`config.mk`:
```
export PLATFORM = sky130hd
export DESIGN_NAME = spi_rx_status
export DESIGN_NICKNAME = d
export VERILOG_FILES = /design/src/rtl/spi_rx_pkg.sv /design/src/rtl/spi_rx_capture.sv /design/src/rtl/spi_fault_flag.sv /design/src/rtl/spi_irq_route.sv /design/src/rtl/spi_rx_status.sv
export SDC_FILE = /design/constraint.sdc
export NUM_CORES = 1
export LEC_CHECK = 0
export ABC_AREA = 1
export ABC_CLOCK_PERIOD_IN_PS = 1600
export CAP_MARGIN = 15
export CELL_PAD_IN_SITES_DETAIL_PLACEMENT = 1
export CELL_PAD_IN_SITES_GLOBAL_PLACEMENT = 2
export CORE_UTILIZATION = 32
export CTS_CLUSTER_DIAMETER = 60
export DETAILED_ROUTE_END_ITERATION = 7
export DONT_BUFFER_PORTS = 1
export MAX_ROUTING_LAYER = met4
export PLACE_DENSITY = 0.83
export SYNTH_ARGS = -nofsm -noshare
export SYNTH_HDL_FRONTEND = slang
export SYNTH_SLANG_ARGS = --single-unit
export TNS_END_PERCENT = 50
```
`constraint.sdc`:
```
create_clock -name clk -period 1.6 [get_ports clk]
set_input_delay 0.08 -clock clk [delete_from_list [all_inputs] [get_ports clk]]
set_output_delay 0.08 -clock clk [all_outputs]
set_load 0.03 [all_outputs]
```
`src/rtl/spi_rx_pkg.sv`:
```
package spi_rx_pkg;
  typedef struct packed {
    logic full;
    logic ovr;
    logic fault;
  } rx_flags_t;
endpackage

```
`src/rtl/spi_rx_capture.sv`:
```
module spi_rx_capture #(
  parameter int DATA_W = 8
) (
  input  logic              clk,
  input  logic              rst,
  input  logic              byte_done,
  input  logic [DATA_W-1:0] byte_in,
  input  logic              stat_rd,
  input  logic              data_rd,
  output logic [DATA_W-1:0] rx_data,
  output logic              rx_full,
  output logic              ovr
);
  logic full_q, ovr_q, full_arm, ovr_arm;
  logic [DATA_W-1:0] data_q;
  logic full_eff, ovr_eff;

  // flag value after any clear armed by an earlier status read
  always_comb begin
    full_eff = full_q & ~(data_rd & full_arm);
    ovr_eff  = ovr_q  & ~(data_rd & ovr_arm);
  end

  always_ff @(posedge clk) begin
    if (rst) begin
      full_q   <= 1'b0;
      ovr_q    <= 1'b0;
      full_arm <= 1'b0;
      ovr_arm  <= 1'b0;
      data_q   <= '0;
    end else begin
      if (stat_rd) begin
        full_arm <= full_q;
        ovr_arm  <= ovr_q;
      end else if (data_rd) begin
        full_arm <= 1'b0;
        ovr_arm  <= 1'b0;
      end
      full_q <= full_eff;
      ovr_q  <= ovr_eff;
      // capture wins over a coincident clear; overflow blocks all capture
      if (byte_done && !ovr_eff) begin
        if (full_eff) begin
          ovr_q <= 1'b1;
        end else begin
          data_q <= byte_in;
          full_q <= 1'b1;
        end
      end
    end
  end

  assign rx_data = data_q;
  assign rx_full = full_q;
  assign ovr     = ovr_q;
endmodule

```
`src/rtl/spi_fault_flag.sv`:
```
module spi_fault_flag (
  input  logic clk,
  input  logic rst,
  input  logic fault_det,
  input  logic fault_en,
  input  logic stat_rd,
  input  logic ctrl_wr,
  output logic fault
);
  logic fault_q, fault_arm;

  always_ff @(posedge clk) begin
    if (rst) begin
      fault_q   <= 1'b0;
      fault_arm <= 1'b0;
    end else begin
      if (stat_rd)      fault_arm <= fault_q;
      else if (ctrl_wr) fault_arm <= 1'b0;

      if (!fault_en)                  fault_q <= 1'b0;
      else if (fault_det)             fault_q <= 1'b1;
      else if (ctrl_wr && fault_arm)  fault_q <= 1'b0;
    end
  end

  assign fault = fault_q;
endmodule

```
`src/rtl/spi_irq_route.sv`:
```
module spi_irq_route
  import spi_rx_pkg::*;
(
  input  logic      clk,
  input  logic      rst,
  input  rx_flags_t flags,
  input  logic      rx_ie,
  input  logic      err_ie,
  input  logic      dma_sel,
  output logic      cpu_irq,
  output logic      dma_req
);
  logic rx_src, err_src;

  always_comb begin
    rx_src  = flags.full & rx_ie;
    err_src = (flags.ovr | flags.fault) & err_ie;
  end

  always_ff @(posedge clk) begin
    if (rst) begin
      cpu_irq <= 1'b0;
      dma_req <= 1'b0;
    end else begin
      cpu_irq <= (rx_src & ~dma_sel) | err_src;
      dma_req <= rx_src & dma_sel;
    end
  end
endmodule

```
`src/rtl/spi_rx_status.sv`:
```
module spi_rx_status
  import spi_rx_pkg::*;
#(
  parameter int DATA_W = 8
) (
  input  logic              clk,
  input  logic              rst,
  input  logic              byte_done,
  input  logic [DATA_W-1:0] byte_in,
  input  logic              fault_det,
  input  logic              stat_rd,
  input  logic              data_rd,
  input  logic              ctrl_wr,
  input  logic              rx_ie,
  input  logic              err_ie,
  input  logic              dma_sel,
  input  logic              fault_en,
  output logic [DATA_W-1:0] rx_data,
  output logic              rx_full,
  output logic              ovr,
  output logic              fault,
  output logic              cpu_irq,
  output logic              dma_req
);
  rx_flags_t flags;

  spi_rx_capture #(.DATA_W(DATA_W)) u_cap (
    .clk(clk), .rst(rst), .byte_done(byte_done), .byte_in(byte_in),
    .stat_rd(stat_rd), .data_rd(data_rd),
    .rx_data(rx_data), .rx_full(rx_full), .ovr(ovr)
  );

  spi_fault_flag u_flt (
    .clk(clk), .rst(rst), .fault_det(fault_det), .fault_en(fault_en),
    .stat_rd(stat_rd), .ctrl_wr(ctrl_wr), .fault(fault)
  );

  always_comb begin
    flags.full  = rx_full;
    flags.ovr   = ovr;
    flags.fault = fault;
  end

  spi_irq_route u_irq (
    .clk(clk), .rst(rst), .flags(flags), .rx_ie(rx_ie), .err_ie(err_ie),
    .dma_sel(dma_sel), .cpu_irq(cpu_irq), .dma_req(dma_req)
  );
endmodule

```
== Word-level counts from Yosys, hierarchy flattened ==
Index checks and enable logic that the tools add are counted.
W data, S select, Z words.

* Register bits after elaboration: 16
* Input port bits: 19
* Output and inout port bits: 13
* Logic and storage cells: 42

* Multiplexer cells: 10
* Bitwise operators: 15
* Reduce and logical (&&, ||, !) cells: 8

{| class="wikitable"
|+ Operators with widths
! kind !! number
|-
| $mux W1 || 10
|-
| $and A1 B1 Y1 || 8
|-
| $reduce_bool A2 Y1 || 3
|-
| $not A1 Y1 || 5
|-
| $logic_and A1 B1 Y1 || 2
|-
| $or A1 B1 Y1 || 2
|-
| $reduce_and A2 Y1 || 1
|-
| $reduce_or A2 Y1 || 1
|-
| $logic_not A1 Y1 || 1
|}

== Depth between registers and ports, before layout ==
* Word-level depth: 6
* Depth in mapped cells: 6
* Gate-level depth less buffers: 6

== Cells and area by module ==
Synthesis repeated with hierarchy kept, for this count alone.

* Cells, all modules: 109
* Area, all modules: 742.0 um2

{| class="wikitable"
|+ By module, submodules not included
! module !! times used !! cells each !! area an instance (um2) !! sequential area each (um2)
|-
| spi_rx_capture || 1 || 88 || 585.6 || 240.2
|-
| spi_fault_flag || 1 || 13 || 88.8 || 40.0
|-
| spi_irq_route || 1 || 8 || 67.6 || 40.0
|}

== Worst setup path before layout ==
No wires, ideal clock.

* Kind: register -> register
* Start point: register u_cap.full_q (netlist: u_cap.rx_full)
* End point: register u_cap.data_q[2] (netlist: u_cap.rx_data[2])
* Setup time: 0.110 ns
* Arrival: 0.999 ns
* Data required time: 1.490 ns
* Setup slack: 0.491 ns
* Stages on the path, launching flop included: 6
* Path buffers: 0
* Period minus slack after synthesis: 1.109 ns
* Cell sequence: dfxtp_1 -> nand2_4 -> nand3_4 -> nand2_1 -> inv_1 -> nor2_2

* Word-level cells in the longest chain between the ends: 3

{| class="wikitable"
|+ RTL lines
! what !! line !! RTL
|-
| start, declared || spi_rx_capture.sv:14 || <nowiki>logic full_q, ovr_q, full_arm, ovr_arm;</nowiki>
|-
| start signal, assigned || spi_rx_capture.sv:39 || <nowiki>full_q <= full_eff;</nowiki>
|-
| $and A1 B1 Y1 || spi_rx_capture.sv:20 || <nowiki>full_eff = full_q & ~(data_rd & full_arm);</nowiki>
|-
| $not A1 Y1 (no line) || n/a ||
|-
| $reduce_and A2 Y1 (no line) || n/a ||
|-
| end signal, assigned || spi_rx_capture.sv:46 || <nowiki>data_q <= byte_in;</nowiki>
|-
| end, declared || spi_rx_capture.sv:15 || <nowiki>logic [DATA_W-1:0] data_q;</nowiki>
|}

No other way between the ends.
A chain may end at the register's enable or synchronous reset.

== Worst setup path in the final report ==
* Start point: register u_flt.fault_q (netlist: u_flt.fault)
* End point: register u_irq.cpu_irq

* Word-level cells in the longest chain between the ends: 3

{| class="wikitable"
|+ RTL lines
! what !! line !! RTL
|-
| start, declared || spi_fault_flag.sv:10 || <nowiki>logic fault_q, fault_arm;</nowiki>
|-
| start signal, assigned || spi_fault_flag.sv:14 || <nowiki>fault_q <= 1'b0;</nowiki>
|-
| start signal, assigned || spi_fault_flag.sv:20 || <nowiki>if (!fault_en) fault_q <= 1'b0;</nowiki>
|-
| start signal, assigned || spi_fault_flag.sv:21 || <nowiki>else if (fault_det) fault_q <= 1'b1;</nowiki>
|-
| $or A1 B1 Y1 || spi_irq_route.sv:17 || <nowiki>err_src = (flags.ovr | flags.fault) & err_ie;</nowiki>
|-
| $and A1 B1 Y1 || spi_irq_route.sv:17 ||
|-
| $or A1 B1 Y1 || spi_irq_route.sv:25 || <nowiki>cpu_irq <= (rx_src & ~dma_sel) | err_src;</nowiki>
|-
| end signal, assigned || spi_irq_route.sv:25 ||
|-
| end, declared || spi_irq_route.sv:10 || <nowiki>output logic cpu_irq,</nowiki>
|}

No other way between the ends.

==> impl_metrics.json <==
{
  "run_status": "completed",
  "cpMaxStageDelayCell": "dfxtp_1",
  "hold_violations": 0,
  "power.density_nw_per_um2": 978.7,
  "htreeDepth": 1,
  "fin_crit_sh": 0.9410,
  "cts.clk_slew.worst_paths_ns": 0.11,
  "synth_fp_nets": 124,
  "ys.flop_type": "dfxtp_1",
  "grt_overflow_total": 0,
  "cts_buffer_depth": 2,
  "gp_congestion": 0.7849,
  "syn-cell-area_um2": 730.7,
  "worstSkewPairLatency_ns": 0.28,
  "cts_tree": "built",
  "critPathKind": "reg -> reg",
  "grtUsageTotal": 0.1736,
  "ys_async_sr_fraction": 0,
  "area_growth_pct": 27.05,
  "grt_start_max_net_pins": 12,
  "rows": 16,
  "worst-slew-pin-transition_ns": 0.3964,
  "end_kind": "flop",
  "antenna_left": 0,
  "synth_edf_count": 0,
  "relSlewSlack": 0.7354,
  "fin_crit_ns": 1.506,
  "coreArea_um2": 2062,
  "tns_ns": 0,
  "die_w_um": 49.79,
  "nNetsFinal": 141,
  "rsz0062_at_grt": "false",
  "hpwl_mm": 1.298,
  "io_pins": 32,
  "worstPathCellList": "o21ai_0, a21oi_1, dlygate4sd3_1",
  "worstPathArrival_ns": 1.74,
  "antenna_cells": 0,
  "wirelength_mm": 1.852,
  "io_buffers": 0,
  "vias": 688,
  "finalMaxSlewViolations": 0,
  "layout-drive-gt1-share": 0.09091,
  "cp_slowest_stage_delay_ns": 0.58,
  "nFillCells": 261,
  "leakagePower_nw": 0.4639,
  "dr.pass1.iters": 4,
  "setup_ws_ns": 0.09436,
  "irDropWorstVdd_uv": 432.3,
  "cts_buffers": 3,
  "post_drt_wl_per_cell_um": 12.51,
  "ys_types": 17,
  "crit_path_max_fanout": 4,
  "start_util": 0.3544,
  "yosysWarnings": 0,
  "die-area_um2": 2479,
  "drt_iter0_drc": 5,
  "first_global_vias": 750,
  "grt_pass1_wl_mm": 3.194,
  "remaining_drc_errors": 0,
  "clock-root-buffer": "clkbuf_4",
  "grt_antenna_before_repair": 0,
  "max_freq_mhz": 664.2,
  "cts-resized-gates": 0,
  "start_kind": "flop",
  "finalSetupViolCount": 0,
  "dpl_worst_slack_ns": 0.5405,
  "finalClockSkew_ns": 0.009467,
  "cp_data_required_time_ns": 1.83,
  "avgViaCountPerCell": 4.649,
  "ys_ff_latch": 16,
  "die_h_um": 49.79,
  "hp-class": "in -> reg",
  "syn-mean-instance-area_um2": 6.959,
  "yosysSeqAreaShare": 0.4384,
  "cts_sinks": 16,
  "maxCapViolations": 0,
  "syn_inst": 105
}
## final timing paths
check	depth (start not counted)	to	startpoint	slack [ns]
max	3	u_irq.cpu_irq	u_flt.fault	0.09
min	3	u_cap.rx_data[5]	byte_done	0.002
max reg2reg	3	u_irq.cpu_irq	u_flt.fault	0.09
min reg2reg	2	u_cap.ovr_arm	u_cap.ovr_arm	0.51
## report_power, final
part	switching (mW)	internal (mW)	leakage [nW]
registers	0.0618	0.427	0.132
clock network	0.133	0.138	0.0210
logic	0.0848	0.0644	0.311
## critical path: cells and delay by family (launching register included)
kind,cells,cell delay (ns)
buf+inv,1,0.57
compound gates,2,0.31
flops,1,0.58
## stage by stage
stage | std cells | total power [mW] | hold WS (ns) | instance area [um2] | utilization
after floorplan | 105 | 0.5972 | 0.1974 | 730.7 | -
after global placement | 131 | 0.6132 | 0.1503 | 762.0 | 0.3695
after detailed placement | 131 | 0.6197 | 0.1532 | 762.0 | 0.3695
after CTS | 148 | 0.9161 | 0.003637 | 928.4 | 0.4502
after global routing | 148 | 0.9660 | 0.004642 | 928.4 | 0.4502
final | 148 | 0.9086 | 0.001992 | 928.4 | 0.4502
## cell usage after synthesis, types with 2 or more instances
cell type | n | area [um2]
nand3_1 | 4 | 20.02
inv_1 | 26 | 97.59
dfxtp_1 | 16 | 320.3
nand2_1 | 22 | 82.58
nand4_1 | 8 | 50.05
buf_2 | 2 | 10.01
nand2_2 | 2 | 12.51
a21oi_1 | 6 | 30.03
nor2_1 | 11 | 41.29
## cell type report
class                           count  area (um2)  share of cell area
Sequential cell                    16       320.3              0.3450
Multi-Input combinational cell     59       291.5              0.3140
Timing Repair Buffer               15       145.1              0.1563
Inverter                           27       101.3              0.1092
Clock buffer                        4       36.28             0.03908
Tap cell                           27       33.78             0.03639
## registers in the layout, indices dropped and copies added (netlist names)
signal,count
u_cap.full_arm,1
u_cap.ovr,1
u_cap.ovr_arm,1
u_cap.rx_data,8
u_cap.rx_full,1
u_flt.fault,1
u_flt.fault_arm,1
u_irq.cpu_irq,1
u_irq.dma_req,1
## kinds of logic (layout without fill, tap and decap cells)
logic type / Yosys count / after routing / synth area share
and+or+nand+nor: 51 / 51 / 0.3408
buffers and inverters: 30 / 46 / 0.1627
DFF: 16 / 16 / 0.4384
AOI/OAI and AO/OA: 8 / 8 / 0.05822
## layout by cell type, fill, tap and decap left out, drive strengths merged
cell,netlist,layout
clkinv,1,1
o21ai,1,1
nand3b,1,1
a22oi,1,1
dlygate4sd3,0,13
nand3,5,5
a21oi,6,6
clkbuf,0,4
nor2,12,12
inv,26,26
dfxtp,16,16
buf,3,2
nand4,8,8
nand2,25,25
## what timing repair did
item	in CTS	in global routing
buffers inserted	0	0
setup endpoints to repair	0	0
hold buffers	13	0
hold endpoints to repair	8	0
## per-layer routing
| layer | GRT usage | wire (um) | vias up | part of all wire |
|---|---|---|---|---|
| li1 | - | - | 350 | - |
| met1 | 0.1996 | 818 | 316 | 0.44 |
| met2 | 0.3041 | 926 | 20 | 0.50 |
| met3 | 0.03704 | 94 | 2 | 0.051 |
| met4 | 0.04286 | 12 | 0 | 0.0065 |
| met5 | - | 0 | - | 0 |
(Power assumes the default switching activity.)
